File: src/rtl/bsg_pkg.sv
package bsg_pkg;

  typedef enum logic [2:0] {
    ST_IDLE,
    ST_T1,
    ST_T2,
    ST_T3,
    ST_TW,
    ST_T4
  } busState_e;

  localparam logic [1:0] KIND_READ    = 2'd0;
  localparam logic [1:0] KIND_WRITE   = 2'd1;
  localparam logic [1:0] KIND_REFRESH = 2'd2;

  // control -> datapath strobes
  typedef struct packed {
    logic load;    // request accepted this clock
    logic active;  // any of T1..T4
    logic aleOn;   // first half of T1
    logic bheWin;  // T1..T3 and Tw
    logic wrWin;   // T2..T3 and Tw
    logic rdWin;   // second half of T2, T3 and Tw
  } strobes_t;

  // queue event -> {qs1,qs0}
  function automatic logic [1:0] qsCode(input logic [1:0] evt);
    case (evt)
      2'd1:    qsCode = 2'b01;
      2'd2:    qsCode = 2'b11;
      2'd3:    qsCode = 2'b10;
      default: qsCode = 2'b00;
    endcase
  endfunction

endpackage

File: src/rtl/bsg_ctrl.sv
module bsg_ctrl
  import bsg_pkg::*;
#(
  parameter int CLKS_PER_STATE = 2
) (
  input  logic     clk,
  input  logic     rstN,
  input  logic     reqValid,
  input  logic     ready,
  output strobes_t strb
);

  localparam int PW   = (CLKS_PER_STATE > 1) ? $clog2(CLKS_PER_STATE) : 1;
  localparam int HALF = CLKS_PER_STATE / 2;
  localparam logic [PW-1:0] LAST_PH = PW'(CLKS_PER_STATE - 1);
  localparam logic [PW-1:0] HALF_PH = PW'(HALF);

  busState_e stateQ, stateD;
  logic [PW-1:0] phaseQ;
  logic lastPh, firstHalf;

  assign lastPh    = (phaseQ == LAST_PH);
  assign firstHalf = (phaseQ < HALF_PH);

  always_comb begin
    case (stateQ)
      ST_T1:   stateD = ST_T2;
      ST_T2:   stateD = ST_T3;
      ST_T3:   stateD = ready ? ST_T4 : ST_TW;
      ST_TW:   stateD = ready ? ST_T4 : ST_TW;
      default: stateD = ST_IDLE;
    endcase
  end

  always_ff @(posedge clk or negedge rstN) begin
    if (!rstN) begin
      stateQ <= ST_IDLE;
      phaseQ <= '0;
    end else if (stateQ == ST_IDLE) begin
      phaseQ <= '0;
      if (reqValid) stateQ <= ST_T1;
    end else if (lastPh) begin
      phaseQ <= '0;
      stateQ <= stateD;
    end else begin
      phaseQ <= phaseQ + PW'(1);
    end
  end

  always_comb begin
    strb.load   = (stateQ == ST_IDLE) && reqValid;
    strb.active = (stateQ != ST_IDLE);
    strb.aleOn  = (stateQ == ST_T1) && firstHalf;
    strb.bheWin = (stateQ == ST_T1) || (stateQ == ST_T2) ||
                  (stateQ == ST_T3) || (stateQ == ST_TW);
    strb.wrWin  = (stateQ == ST_T2) || (stateQ == ST_T3) || (stateQ == ST_TW);
    strb.rdWin  = ((stateQ == ST_T2) && !firstHalf) ||
                  (stateQ == ST_T3) || (stateQ == ST_TW);
  end

  // a low ready at the end of T3 leads into a wait state
  assert_wait_on_not_ready_R6: assert property (@(posedge clk) disable iff (!rstN)
    (stateQ == ST_T3 && lastPh && !ready) |=> (stateQ == ST_TW));

  // the cycle closes after T4 and the bus returns to idle
  assert_t4_returns_idle_R7: assert property (@(posedge clk) disable iff (!rstN)
    (stateQ == ST_T4 && lastPh) |=> (stateQ == ST_IDLE));

endmodule

File: src/rtl/bsg_datapath.sv
module bsg_datapath
  import bsg_pkg::*;
(
  input  logic       clk,
  input  logic       rstN,
  input  strobes_t   strb,
  input  logic [1:0] reqKind,
  input  logic       reqA0,
  input  logic       reqWord,
  input  logic [1:0] qEvt,
  input  logic       rdSense,
  output logic       alePin,
  output logic       rdPinN,
  output logic       wrPinN,
  output logic       bhePinN,
  output logic       a0Pin
);

  logic [1:0] kindQ;
  logic a0Q, wordQ;
  logic sampledQ, modeQsQ;
  logic [1:0] qsQ;
  logic isWrite, isRefresh;
  logic busWrN, busRdN;

  always_ff @(posedge clk or negedge rstN) begin
    if (!rstN) begin
      kindQ    <= KIND_READ;
      a0Q      <= 1'b0;
      wordQ    <= 1'b0;
      sampledQ <= 1'b0;
      modeQsQ  <= 1'b0;
      qsQ      <= 2'b00;
    end else begin
      if (!sampledQ) begin
        sampledQ <= 1'b1;
        modeQsQ  <= !rdSense;
      end
      qsQ <= qsCode(qEvt);
      if (strb.load) begin
        kindQ <= reqKind;
        a0Q   <= reqA0;
        wordQ <= reqWord;
      end
    end
  end

  assign isWrite   = (kindQ == KIND_WRITE);
  assign isRefresh = (kindQ == KIND_REFRESH);

  assign busWrN = !(strb.wrWin && isWrite);
  assign busRdN = !(strb.rdWin && !isWrite);

  assign alePin  = modeQsQ ? qsQ[0] : strb.aleOn;
  assign wrPinN  = modeQsQ ? qsQ[1] : busWrN;
  assign rdPinN  = modeQsQ ? 1'b1   : busRdN;
  assign bhePinN = !(strb.bheWin && !isRefresh && (wordQ || a0Q));
  assign a0Pin   = strb.active && (isRefresh || a0Q);

  // the address bit is steady where the latch enable falls
  assert_addr_stable_at_ale_fall_R1: assert property (@(posedge clk) disable iff (!rstN)
    (!modeQsQ && $fell(alePin)) |-> $stable(a0Pin));

  // read strobe only falls once the bus was already in its data phase
  assert_rd_after_release_R3: assert property (@(posedge clk) disable iff (!rstN)
    $fell(rdPinN) |-> $past(strb.wrWin));

  // once taken, the mode never changes
  assert_mode_locked_R10: assert property (@(posedge clk) disable iff (!rstN)
    sampledQ |=> $stable(modeQsQ));

  // no event on the previous clock means a 00 code on the pins
  assert_qs_idle_code_R11: assert property (@(posedge clk) disable iff (!rstN)
    (modeQsQ && $past(qEvt) == 2'd0) |-> ({wrPinN, alePin} == 2'b00));

endmodule

File: src/rtl/busStrobeGen.sv
module busStrobeGen
  import bsg_pkg::*;
#(
  parameter int CLKS_PER_STATE = 2
) (
  input  logic       clk,
  input  logic       rstN,
  input  logic       reqValid,
  input  logic [1:0] reqKind,
  input  logic       reqA0,
  input  logic       reqWord,
  input  logic       ready,
  input  logic [1:0] qEvt,
  input  logic       rdSense,
  output logic       alePin,
  output logic       rdPinN,
  output logic       wrPinN,
  output logic       bhePinN,
  output logic       a0Pin
);

  strobes_t strb;

  bsg_ctrl #(.CLKS_PER_STATE(CLKS_PER_STATE)) u_ctrl (
    .clk      (clk),
    .rstN     (rstN),
    .reqValid (reqValid),
    .ready    (ready),
    .strb     (strb)
  );

  bsg_datapath u_dp (
    .clk     (clk),
    .rstN    (rstN),
    .strb    (strb),
    .reqKind (reqKind),
    .reqA0   (reqA0),
    .reqWord (reqWord),
    .qEvt    (qEvt),
    .rdSense (rdSense),
    .alePin  (alePin),
    .rdPinN  (rdPinN),
    .wrPinN  (wrPinN),
    .bhePinN (bhePinN),
    .a0Pin   (a0Pin)
  );

endmodule

File: config.mk
export PLATFORM = sky130hd
export DESIGN_NAME = busStrobeGen
export DESIGN_NICKNAME = d
export VERILOG_FILES = /design/src/rtl/bsg_pkg.sv /design/src/rtl/bsg_ctrl.sv /design/src/rtl/bsg_datapath.sv /design/src/rtl/busStrobeGen.sv
export SDC_FILE = /design/constraint.sdc
export NUM_CORES = 1
export LEC_CHECK = 0
export ABC_AREA = 1
export BUFFER_PORTS_ARGS = -buffer_cell sky130_fd_sc_hd__buf_2
export CELL_PAD_IN_SITES_DETAIL_PLACEMENT = 1
export CELL_PAD_IN_SITES_GLOBAL_PLACEMENT = 1
export CORE_MARGIN = 3
export CORE_UTILIZATION = 38
export CTS_BUF_LIST = sky130_fd_sc_hd__clkbuf_4
export DETAILED_ROUTE_END_ITERATION = 8
export PLACE_DENSITY = 0.89
export RECOVER_POWER = 100
export SETUP_SLACK_MARGIN = 0.02
export SYNTH_ARGS = -nofsm -noshare
export SYNTH_HDL_FRONTEND = slang
export SYNTH_HIERARCHICAL = 1
export SYNTH_SLANG_ARGS = --single-unit
File: constraint.sdc
create_clock -name clk -period 1.3 [get_ports clk]
set_input_delay 0.13 -clock clk [delete_from_list [all_inputs] [get_ports clk]]
set_output_delay 0.13 -clock clk [all_outputs]
set_load 0.02 [all_outputs]
==> reports/metrics.cfg <==
[floorplanning]
die_height_um = 46.2
core_um2 = 1400
dieArea_um2 = 2130
row_count = 13
die_x_um = 46.2
initial_utilization_pct = 43.9
io_pins = 16

[worst_setup_path]
crit_buf_inv = 1
critPathKind = flop to output port
slowest_delay_ns = 0.44
reg2regPathDepth = 8
cp-start-kind = flop
cp.arrival_ns = 1.42
path_cells = o21ai_2 -> nand2_2 -> nand2_1 -> nand3_1 -> nand2_1 -> nand2_1 -> buf_6
timing.rr.start = u_ctrl/stateQ[0]
cp_slowest_cell = dfrtp_1
reg2reg_setup_slack_ns = 0.08
crit_required_ns = 1.17
crit_cells = 7
crit_fanout = 4
cp_top_family = flip-flops
crit_path_frequent_cell = nand2_1
cp-end-kind = output port
r2r-end = u_ctrl/stateQ[0]

[pwr]
peakVddDrop_v = 0.00126
p_leak_nw = 0.462
cellPowerDensity_nw_per_um2 = 2480

[cells_and_area]
syn_to_final_growth_pct = 46.6
antenna_cells = 0
drive_above_1_share_pct = 42.3
fin_nets = 119

[timing]
fin_crit_sh_pct = 119
relSlewSlack_pct = 55.6
finalCriticalPeriod_ns = 1.55
finClkSkew_ns = 0.00170
setup_viol = 5
hold_viol_final = 0
setup_slack_ns = -0.253
setup_tns_ns = -0.901
rsz0062_at_grt = true
fmax_mhz = 644
maxSlewViolCount = 0
worstMarginPinSlew_ns = 0.666

[logic_synthesis]
syn-cell-area_um2 = 614
synth_cells = 77
seq_area_frac_synth_pct = 48.9
yosys.area.top_type_share_pct = 48.9
ys.flop_type = dfrtp_1
ys_warn_count = 6
synth-edff-count = 0
syn_avg_cell_area_um2 = 7.98
synth_area_leaders = dfrtp_1 49%, nand2_1 13%, inv_1 7.9%
syn-num-nets = 91
synth_area_leader_cell = dfrtp_1
synth.top_cells.by_count = 22 x nand2_1, 13 x inv_1, 12 x dfrtp_1
synth.distinct_cells = 15
ys_ff_latch = 12
synth_most_common_cell = nand2_1
async_reset_ff_share_pct = 100

[hold_path]
hold_path_end = u_dp/modeQsQ
hold_start = rdSense
min_path_cells = 2
min_path_type = input port to flop

[detailed_routing]
drc = 0
drt-total-wl_um = 1740
drt_first_pass_iters = 4
via_per_inst = 5.17
num_vias = 615
wl_per_cell_um = 14.6
drtAntennaViolNets = 0
drt_iter0_markers = 8

[clocking]
path_clk_slew_ns = 0.07
insertion_delay_ns = 0.28
cts.sinks = 12
root_buffer = clkbuf_4
clk_path_buf_depth = 2
cts_made_buffers = 3
htreeDepth = 1
cts_tree = built

[placed_design]
globalplace.congestion = 0.781
hpwl_um = 1080
io_buffer_count = 15
dp_slack_ns = 0.00753

[grt]
grt_pass1_vias = 599
grt_usage_pct = 17.5
antenna_found_initial = 0
gr-total-overflow = 0
grt_max_degree = 13
grt_pass1_wl_um = 2570

[status]
violations = setup timing
outcome = finished with violations

[run]
drv_cap = 0

timing repair:
item / 4_1_cts / 5_1_grt
buffers inserted: 3 / 3
endpoints found under the setup margin: 5 / 10
gates resized for setup: 12 / 26
hold buffers: 1 / 0
pin swaps: 7 / 2
endpoints found under the hold margin: 12 / 0
flip-flops by register name (all words and copies together) (netlist names):
register,flops
u_ctrl/stateQ,3
u_dp/qsQ,2
u_dp/sampledQ,1
u_dp/a0Q,1
u_dp/modeQsQ,1
u_dp/wordQ,1
u_dp/kindQ,2
u_ctrl/lastPh,1
cell type report:
type,count,area (um2)
Multi-Input combinational cell,52,328
Timing Repair Buffer,23,169
Sequential cell,12,303
Clock inverter,1,3.75
Tap cell,15,18.8
Fill cell,166,498
Inverter,13,56.3
Clock buffer,3,22.5
report_power, final:
part	switching [mW]	internal (mW)
sequential	0.162	0.509
clock	0.125	0.111
combinational	0.732	0.592
total	1.02	1.21
worst max-delay path by stage:
stage / start / to / slack (ns)
after floorplan: u_ctrl/stateQ[0] / rdPinN / 0.16
after global placement: u_ctrl/stateQ[0] / rdPinN / 0.06
after detailed placement: u_ctrl/stateQ[0] / wrPinN / 0.008
after CTS: u_ctrl/stateQ[0] / wrPinN / -0.22
after global routing: u_ctrl/stateQ[1] / wrPinN / -0.37
final: u_ctrl/stateQ[1] / wrPinN / -0.25
metrics by stage:
stage               hold slack [ns]  cells  cell area (um2)  util (%)  power [mW]
floorplan                    -0.166     77              614         -        1.19
global placement             0.0237    109              723      51.7        1.44
detailed placement           0.0247    109              723      51.7        1.49
CTS                          0.0306    117              806      57.6        1.89
global route                 0.0304    119              901      64.4        2.40
finish                       0.0303    119              901      64.4        2.23
cell usage in the layout (no fill, tap or decap), types with 4 or more instances in the layout:
cell type   n
buf_4       5
nand3_1     4
nand2_1    18
nand2_2     5
dfrtp_1    10
inv_1      10
buf_6       6
buf_2      10
layer usage:
metal	up-vias	share of wire (%)	track usage, %
li1	295	-	-
met1	303	40	16.3
met2	12	53	34.9
met3	5	4.7	7.03
met4	0	1.9	3.41
met5	-	0	0
worst register-to-register path: stages (launching register included):
cell     delay (ns)
dfrtp_2        0.45
nor2_4         0.06
buf_6          0.12
buf_6          0.11
buf_4          0.14
nor2_4         0.08
nand2_1        0.06
nand2_1        0.06
inv_1          0.04
cell families (layout without fill, tap and decap cells):
group	after synthesis	count (layout)	share of synthesized area [%]
and+or+nand+nor	37	37	26.3
buffers and inverters	13	40	7.94
DFF	12	12	48.9
AOI/OAI and AO/OA	11	11	10.2
adders and majority gates	3	3	6.11
other	1	1	0.610
Note: power is estimated with default switching activity, not from simulation.
